<file path="src/rtl/cbar_pkg.sv">
package cbar_pkg;
  typedef enum logic {FILL_BARS = 1'b0, FILL_FIXED = 1'b1} fill_mode_e;

  localparam logic [1:0]  DEF_BAR_CODE  = 2'd3;
  localparam logic [3:0]  DEF_BLOCK     = 4'd3;
  localparam logic [15:0] DEF_LINE_SIZE = 16'd1920;
  localparam logic [15:0] DEF_BAR_SIZE  = 16'd240;
endpackage

</file>
<file path="src/rtl/cbar_line_counter.sv">
module cbar_line_counter #(
  parameter int CNT_W = 16
) (
  input  logic             clk,
  input  logic             rst_n,
  input  logic             start,
  input  logic [CNT_W-1:0] line_len,
  input  logic             take,
  output logic             active,
  output logic             is_last
);
  logic [CNT_W-1:0] pos_q;
  logic [CNT_W-1:0] len_q;

  assign is_last = active && (pos_q == len_q - CNT_W'(1));

  always_ff @(posedge clk or negedge rst_n) begin
    if (!rst_n) begin
      pos_q  <= '0;
      len_q  <= '0;
      active <= 1'b0;
    end else if (start) begin
      pos_q  <= '0;
      len_q  <= line_len;
      active <= (line_len != '0);
    end else if (take && active) begin
      if (is_last) active <= 1'b0;
      else         pos_q  <= pos_q + CNT_W'(1);
    end
  end
endmodule

</file>
<file path="src/rtl/cbar_bar_tracker.sv">
module cbar_bar_tracker #(
  parameter int CNT_W = 16,
  parameter int IDX_W = 3
) (
  input  logic             clk,
  input  logic             rst_n,
  input  logic             start,
  input  logic             take,
  input  logic [CNT_W-1:0] bar_len,
  input  logic [IDX_W-1:0] last_bar,
  output logic [IDX_W-1:0] bar_idx
);
  logic [CNT_W-1:0] in_bar_q;
  logic [CNT_W-1:0] len_q;
  logic [IDX_W-1:0] last_q;
  logic             bar_done;

  assign bar_done = (in_bar_q + CNT_W'(1)) == len_q;

  always_ff @(posedge clk or negedge rst_n) begin
    if (!rst_n) begin
      bar_idx  <= '0;
      in_bar_q <= '0;
      len_q    <= '0;
      last_q   <= '0;
    end else if (start) begin
      bar_idx  <= (bar_len == '0) ? last_bar : '0;
      in_bar_q <= '0;
      len_q    <= bar_len;
      last_q   <= last_bar;
    end else if (take && (bar_idx != last_q)) begin
      if (bar_done) begin
        bar_idx  <= bar_idx + IDX_W'(1);
        in_bar_q <= '0;
      end else begin
        in_bar_q <= in_bar_q + CNT_W'(1);
      end
    end
  end
endmodule

</file>
<file path="src/rtl/cbar_block_cycler.sv">
module cbar_block_cycler #(
  parameter int BLK_W     = 4,
  parameter int MAX_BLOCK = 12
) (
  input  logic             clk,
  input  logic             rst_n,
  input  logic             start,
  input  logic             take,
  input  logic [BLK_W-1:0] block_raw,
  output logic [BLK_W-1:0] blk_idx
);
  localparam logic [BLK_W-1:0] MAX_B = BLK_W'(MAX_BLOCK);

  logic [BLK_W-1:0] eff_now;
  logic [BLK_W-1:0] eff_q;

  always_comb begin
    if (block_raw == '0)        eff_now = BLK_W'(1);
    else if (block_raw > MAX_B) eff_now = MAX_B;
    else                        eff_now = block_raw;
  end

  always_ff @(posedge clk or negedge rst_n) begin
    if (!rst_n) begin
      blk_idx <= '0;
      eff_q   <= BLK_W'(1);
    end else if (start) begin
      blk_idx <= '0;
      eff_q   <= eff_now;
    end else if (take) begin
      if (blk_idx + BLK_W'(1) >= eff_q) blk_idx <= '0;
      else                              blk_idx <= blk_idx + BLK_W'(1);
    end
  end
endmodule

</file>
<file path="src/rtl/cbar_pattern_gen.sv">
module cbar_pattern_gen #(
  parameter int DATA_W     = 8,
  parameter int CNT_W      = 16,
  parameter int CODE_W     = 2,
  parameter int BLK_W      = 4,
  parameter int MAX_BLOCK  = 12,
  parameter int NUM_COLORS = 12
) (
  input  logic                         clk,
  input  logic                         rst_n,
  input  logic                         line_start,
  input  logic                         fixed_mode,
  input  logic [CODE_W-1:0]            bar_code,
  input  logic [CNT_W-1:0]             bar_size,
  input  logic [CNT_W-1:0]             line_size,
  input  logic [BLK_W-1:0]             block_size,
  input  logic [NUM_COLORS*DATA_W-1:0] colors,
  output logic [DATA_W-1:0]            out_data,
  output logic                         out_valid,
  input  logic                         out_ready,
  output logic                         out_last
);
  import cbar_pkg::*;

  localparam int MAX_BARS  = 1 << ((1 << CODE_W) - 1);
  localparam int BAR_IDX_W = (MAX_BARS > 1) ? $clog2(MAX_BARS) : 1;
  localparam int SEL_W     = $clog2(NUM_COLORS);

  fill_mode_e                  mode_q;
  logic [NUM_COLORS*DATA_W-1:0] colors_q;
  logic [DATA_W-1:0]           color_arr [NUM_COLORS];
  logic [BAR_IDX_W-1:0]        last_bar_now;
  logic [BAR_IDX_W-1:0]        bar_idx;
  logic [BLK_W-1:0]            blk_idx;
  logic                        take;
  logic [SEL_W-1:0]            sel;

  assign take = out_valid && out_ready;
  assign last_bar_now = BAR_IDX_W'((32'd1 << bar_code) - 32'd1);

  always_ff @(posedge clk or negedge rst_n) begin
    if (!rst_n) begin
      mode_q   <= FILL_BARS;
      colors_q <= '0;
    end else if (line_start) begin
      mode_q   <= fill_mode_e'(fixed_mode);
      colors_q <= colors;
    end
  end

  for (genvar k = 0; k < NUM_COLORS; k++) begin : g_color
    assign color_arr[k] = colors_q[k*DATA_W +: DATA_W];
  end

  cbar_line_counter #(.CNT_W(CNT_W)) u_line (
    .clk      (clk),
    .rst_n    (rst_n),
    .start    (line_start),
    .line_len (line_size),
    .take     (take),
    .active   (out_valid),
    .is_last  (out_last)
  );

  cbar_bar_tracker #(.CNT_W(CNT_W), .IDX_W(BAR_IDX_W)) u_bar (
    .clk      (clk),
    .rst_n    (rst_n),
    .start    (line_start),
    .take     (take),
    .bar_len  (bar_size),
    .last_bar (last_bar_now),
    .bar_idx  (bar_idx)
  );

  cbar_block_cycler #(.BLK_W(BLK_W), .MAX_BLOCK(MAX_BLOCK)) u_blk (
    .clk       (clk),
    .rst_n     (rst_n),
    .start     (line_start),
    .take      (take),
    .block_raw (block_size),
    .blk_idx   (blk_idx)
  );

  always_comb begin
    if (mode_q == FILL_FIXED) sel = SEL_W'(blk_idx);
    else                      sel = SEL_W'(bar_idx);
  end

  assign out_data = color_arr[sel];
endmodule

</file>
<file path="config.mk">
export PLATFORM = sky130hd
export DESIGN_NAME = cbar_pattern_gen
export DESIGN_NICKNAME = d
export VERILOG_FILES = /design/src/rtl/cbar_pkg.sv /design/src/rtl/cbar_line_counter.sv /design/src/rtl/cbar_bar_tracker.sv /design/src/rtl/cbar_block_cycler.sv /design/src/rtl/cbar_pattern_gen.sv
export SDC_FILE = /design/constraint.sdc
export NUM_CORES = 1
export LEC_CHECK = 0
export BUFFER_PORTS_ARGS = -buffer_cell sky130_fd_sc_hd__buf_4
export CAP_MARGIN = 40
export CORE_ASPECT_RATIO = 1.5
export CORE_MARGIN = 4
export CORE_UTILIZATION = 26
export CTS_BUF_LIST = sky130_fd_sc_hd__clkbuf_8 sky130_fd_sc_hd__clkbuf_16
export DETAILED_ROUTE_END_ITERATION = 8
export MAX_ROUTING_LAYER = met4
export PLACE_DENSITY = 0.44
export SYNTH_ARGS = -nofsm -noshare
export SYNTH_HDL_FRONTEND = slang
export SYNTH_SLANG_ARGS = --single-unit
</file>
<file path="constraint.sdc">
create_clock -name clk -period 3.4 [get_ports clk]
set_clock_uncertainty 0.15 [all_clocks]
set_input_delay 0.51 -clock clk [delete_from_list [all_inputs] [get_ports clk]]
set_output_delay 0.51 -clock clk [all_outputs]
set_load 0.01 [all_outputs]
</file>
==> summary.md <==
| Metric | Value |
|---|---|
| Outcome | `completed` |
| Die height | `241 um` |
| First-pass GRT wire length | `41500 um` |
| Most frequent cell after synthesis | `dfrtp_1` |
| Worst hold slack | `137 ps` |
| Max-slew violation count | `0` |
| CTS Buf Count | `17` |
| Leak | `5.08 nW` |
| Crit-path slowest cell | `or4_1` |
| Initial antenna violation count | `1` |
| Pwr Total | `5.50 mW` |
| Later-pin clock latency in the skew report | `440 ps` |
| RSZ-0062 raised after global routing | `yes` |
| Asr flop ratio synth | `1.00` |
| Number of flops mapped to enable cells by yosys | `0` |
| Initial Util | `0.263` |
| Place WS | `-282 ps` |
| Register-to-register setup slack | `190 ps` |
| Hold Path End | `colors_q[13]` |
| I/O Buffers | `148` |
| Grt total ovfl | `0` |
| CP endpoint kind | `output port` |
| IO Count | `149` |
| Peak VDD IR | `0.239 mV` |
| Crit-path cells | `buf_4 -> or4_1 -> o31ai_2 -> o2111ai_2 -> a2111oi_4 -> buf_4 -> buf_6` |
| Fmax | `0.296 GHz` |
| CP max FO | `8` |
| Final hold violations | `0` |
| Worst Path Required | `2740 ps` |
| Synth Warn # | `0` |
| Register bit count reported by yosys | `176` |
| Top Family by Delay on Critical Path | `compound AO/OA/AOI/OAI gates` |
| Ys flop type | `dfrtp_1` |
| Worst setup margin | `21.6 ps` |
| Post-synthesis cell type count | `76` |
| Root Buffer | `clkbuf_16` |
| Routed via count | `6832` |
| Most Frequent Cell on Critical Path | `buf_4` |
| Overall routed net length | `26600 um` |
| Hpwl dp | `19100 um` |
| Critical path's largest stage delay | `540 ps` |
| Final setup TNS | `0 ps` |
| Clk sink count | `176` |
| Worst Path Buf+Inv | `3` |
| Final Cycle Share | `0.994` |
| Die width | `163 um` |
| Min Tclk post-route | `3380 ps` |
| Area grow syn2layout | `27.8%` |
| Mapped Nets | `923` |
| Reg2Reg Depth | `9` |
| Via density | `4.78` |
| Register area share after synthesis | `0.468` |
| Fill cell count | `3611` |
| Setup violators final | `0` |
| Sequential cell area | `0.00441 mm2` |
| Post-DRT Antenna Nets | `0` |
| End of the worst register-to-register path | `u_bar.in_bar_q[13]` |
| Total GRT Usage | `0.142` |
| WS Path Type | `register to output port` |
| CTS tree | `yes` |
| Total core area | `0.0358 mm2` |
| # nets final | `1085` |
| Worst-path clk slew | `70 ps` |
| Vias in the first global route | `7347` |
| Worst Hold Depth | `2` |
| Mean area per synthesized cell | `12.2 um2` |
| Power density over cell area | `457 mW/mm2` |
| Reg-to-Reg Start | `u_bar.in_bar_q[1]` |
| Top cells by area, synth | `dfrtp_1 46%, mux2_2 17%, mux4_2 5.7%` |
| Die Area | `0.0394 mm2` |
| Worst rel slew slack | `0.295` |
| DRT iter0 DRCs | `196` |
| Cells after Synth | `775` |
| Worst Hold Launch | `colors[13]` |
| Routed wire per std cell | `18.6 um` |
| Most instantiated cells after synthesis | `175 x dfrtp_1, 139 x mux2_2, 40 x nand2_1, 33 x nor2_1, 25 x xnor2_1` |
| RePlAce Congestion | `0.772` |
| # DRC | `0` |
| CTS Buffer Depth | `2` |
| HP Class | `primary input to register` |
| Multi-input logic area | `0.00488 mm2` |
| Worst Tran Pin Value | `1060 ps` |
| Rows | `85` |
| Cell area after synthesis | `0.00942 mm2` |
| CP arrival | `2720 ps` |
| Top cell type's share of synthesized area | `0.465` |
| Startpoint types | `register` |
| Max H-tree Level | `4` |
| DR pass1 iterations | `4` |
| Area leader, netlist | `dfrtp_1` |
| Layout cells sized above 1 | `0.451` |
| Largest net degree at the start of global routing | `167` |
| Max_cap viols | `0` |
==> cell type report <==
class                           count  share of cell area
Antenna cell                        1            0.000208
Multi-Input combinational cell    543               0.405
Clock inverter                     14              0.0142
Timing Repair Buffer              185               0.124
Clock buffer                       18              0.0365
Inverter                           14             0.00437
Tap cell                          478              0.0497
Sequential cell                   176               0.366
==> metrics by stage <==
stage,instances,area [um2],utilization
global placement,1386,11200,0.313
global route,1429,12000,0.336
CTS,1427,12000,0.335
detailed placement,1386,11200,0.313
floorplan,775,9420,-
finish,1429,12000,0.336
==> timing repair <==
item                                    in CTS  in global routing
hold buffers                                 1                  0
pin swaps                                    9                  1
hold endpoints to repair                    21                  0
endpoints found under the setup margin       9                  9
setup buffers                                7                  1
cloned                                       1                  0
gates resized for setup                     23                  4
==> how the worst max path moves through the flow <==
stage	startpoint	cells after the start	to	slack [ps]
after floorplan	u_line.len_q[0]	7	out_last	250
after global placement	u_line.len_q[1]	9	out_last	-280
after detailed placement	u_line.len_q[1]	9	out_last	-280
after CTS	u_line.len_q[1]	9	out_last	-30
after global routing	u_line.len_q[1]	10	out_last	-70
final	u_line.len_q[8]	7	out_last	20
==> routing by layer <==
metal,global-route usage,share of wire
met5,-,0
met4,0.0552,0.029
met3,0.0395,0.046
met2,0.251,0.54
met1,0.150,0.39
==> logic make-up after synthesis <==
| family | share of synthesized area |
|---|---|
| mux | 0.228 |
| flops | 0.468 |
| simple gates | 0.128 |
| fa+ha+maj | 0.0120 |
| compound gates | 0.0939 |
| buf+inv | 0.0283 |
| xor+xnor | 0.0428 |
==> where the power goes <==
group	internal [mW]	leakage, nW	switching, mW	total, mW
Combinational	0.564	2.64	0.432	0.996
Sequential	2.27	2.14	0.140	2.41
Clock	1.13	0.300	0.961	2.09
Total	3.96	5.08	1.53	5.50
==> cell usage in the layout, fill, tap and decap left out, types with 13 or more instances in the layout <==
master,synthesis,routed
a21o_1,13,13
a21oi_1,20,19
a22o_1,22,22
buf_4,5,174
clkbuf_16,0,17
dfrtp_1,175,172
mux2_2,139,139
mux4_2,24,24
nand2_1,40,39
nand3_1,19,19
nand4_1,15,15
nor2_1,33,33
nor4_1,14,13
o21ai_0,23,23
or3_1,14,13
xnor2_1,25,25
xor2_1,21,21
==> flip-flops by register name (all words and copies together), names as in the netlist <==
register        flops
u_bar.last_q        3
u_bar.in_bar_q     16
u_bar.bar_idx       3
u_line.len_q       16
u_line.active       1
mode_q              1
u_blk.eff_q         4
u_line.pos_q       16
u_bar.len_q        16
colors_q           96
u_blk.blk_idx       4
Note: power is estimated with default switching activity, not from simulation.
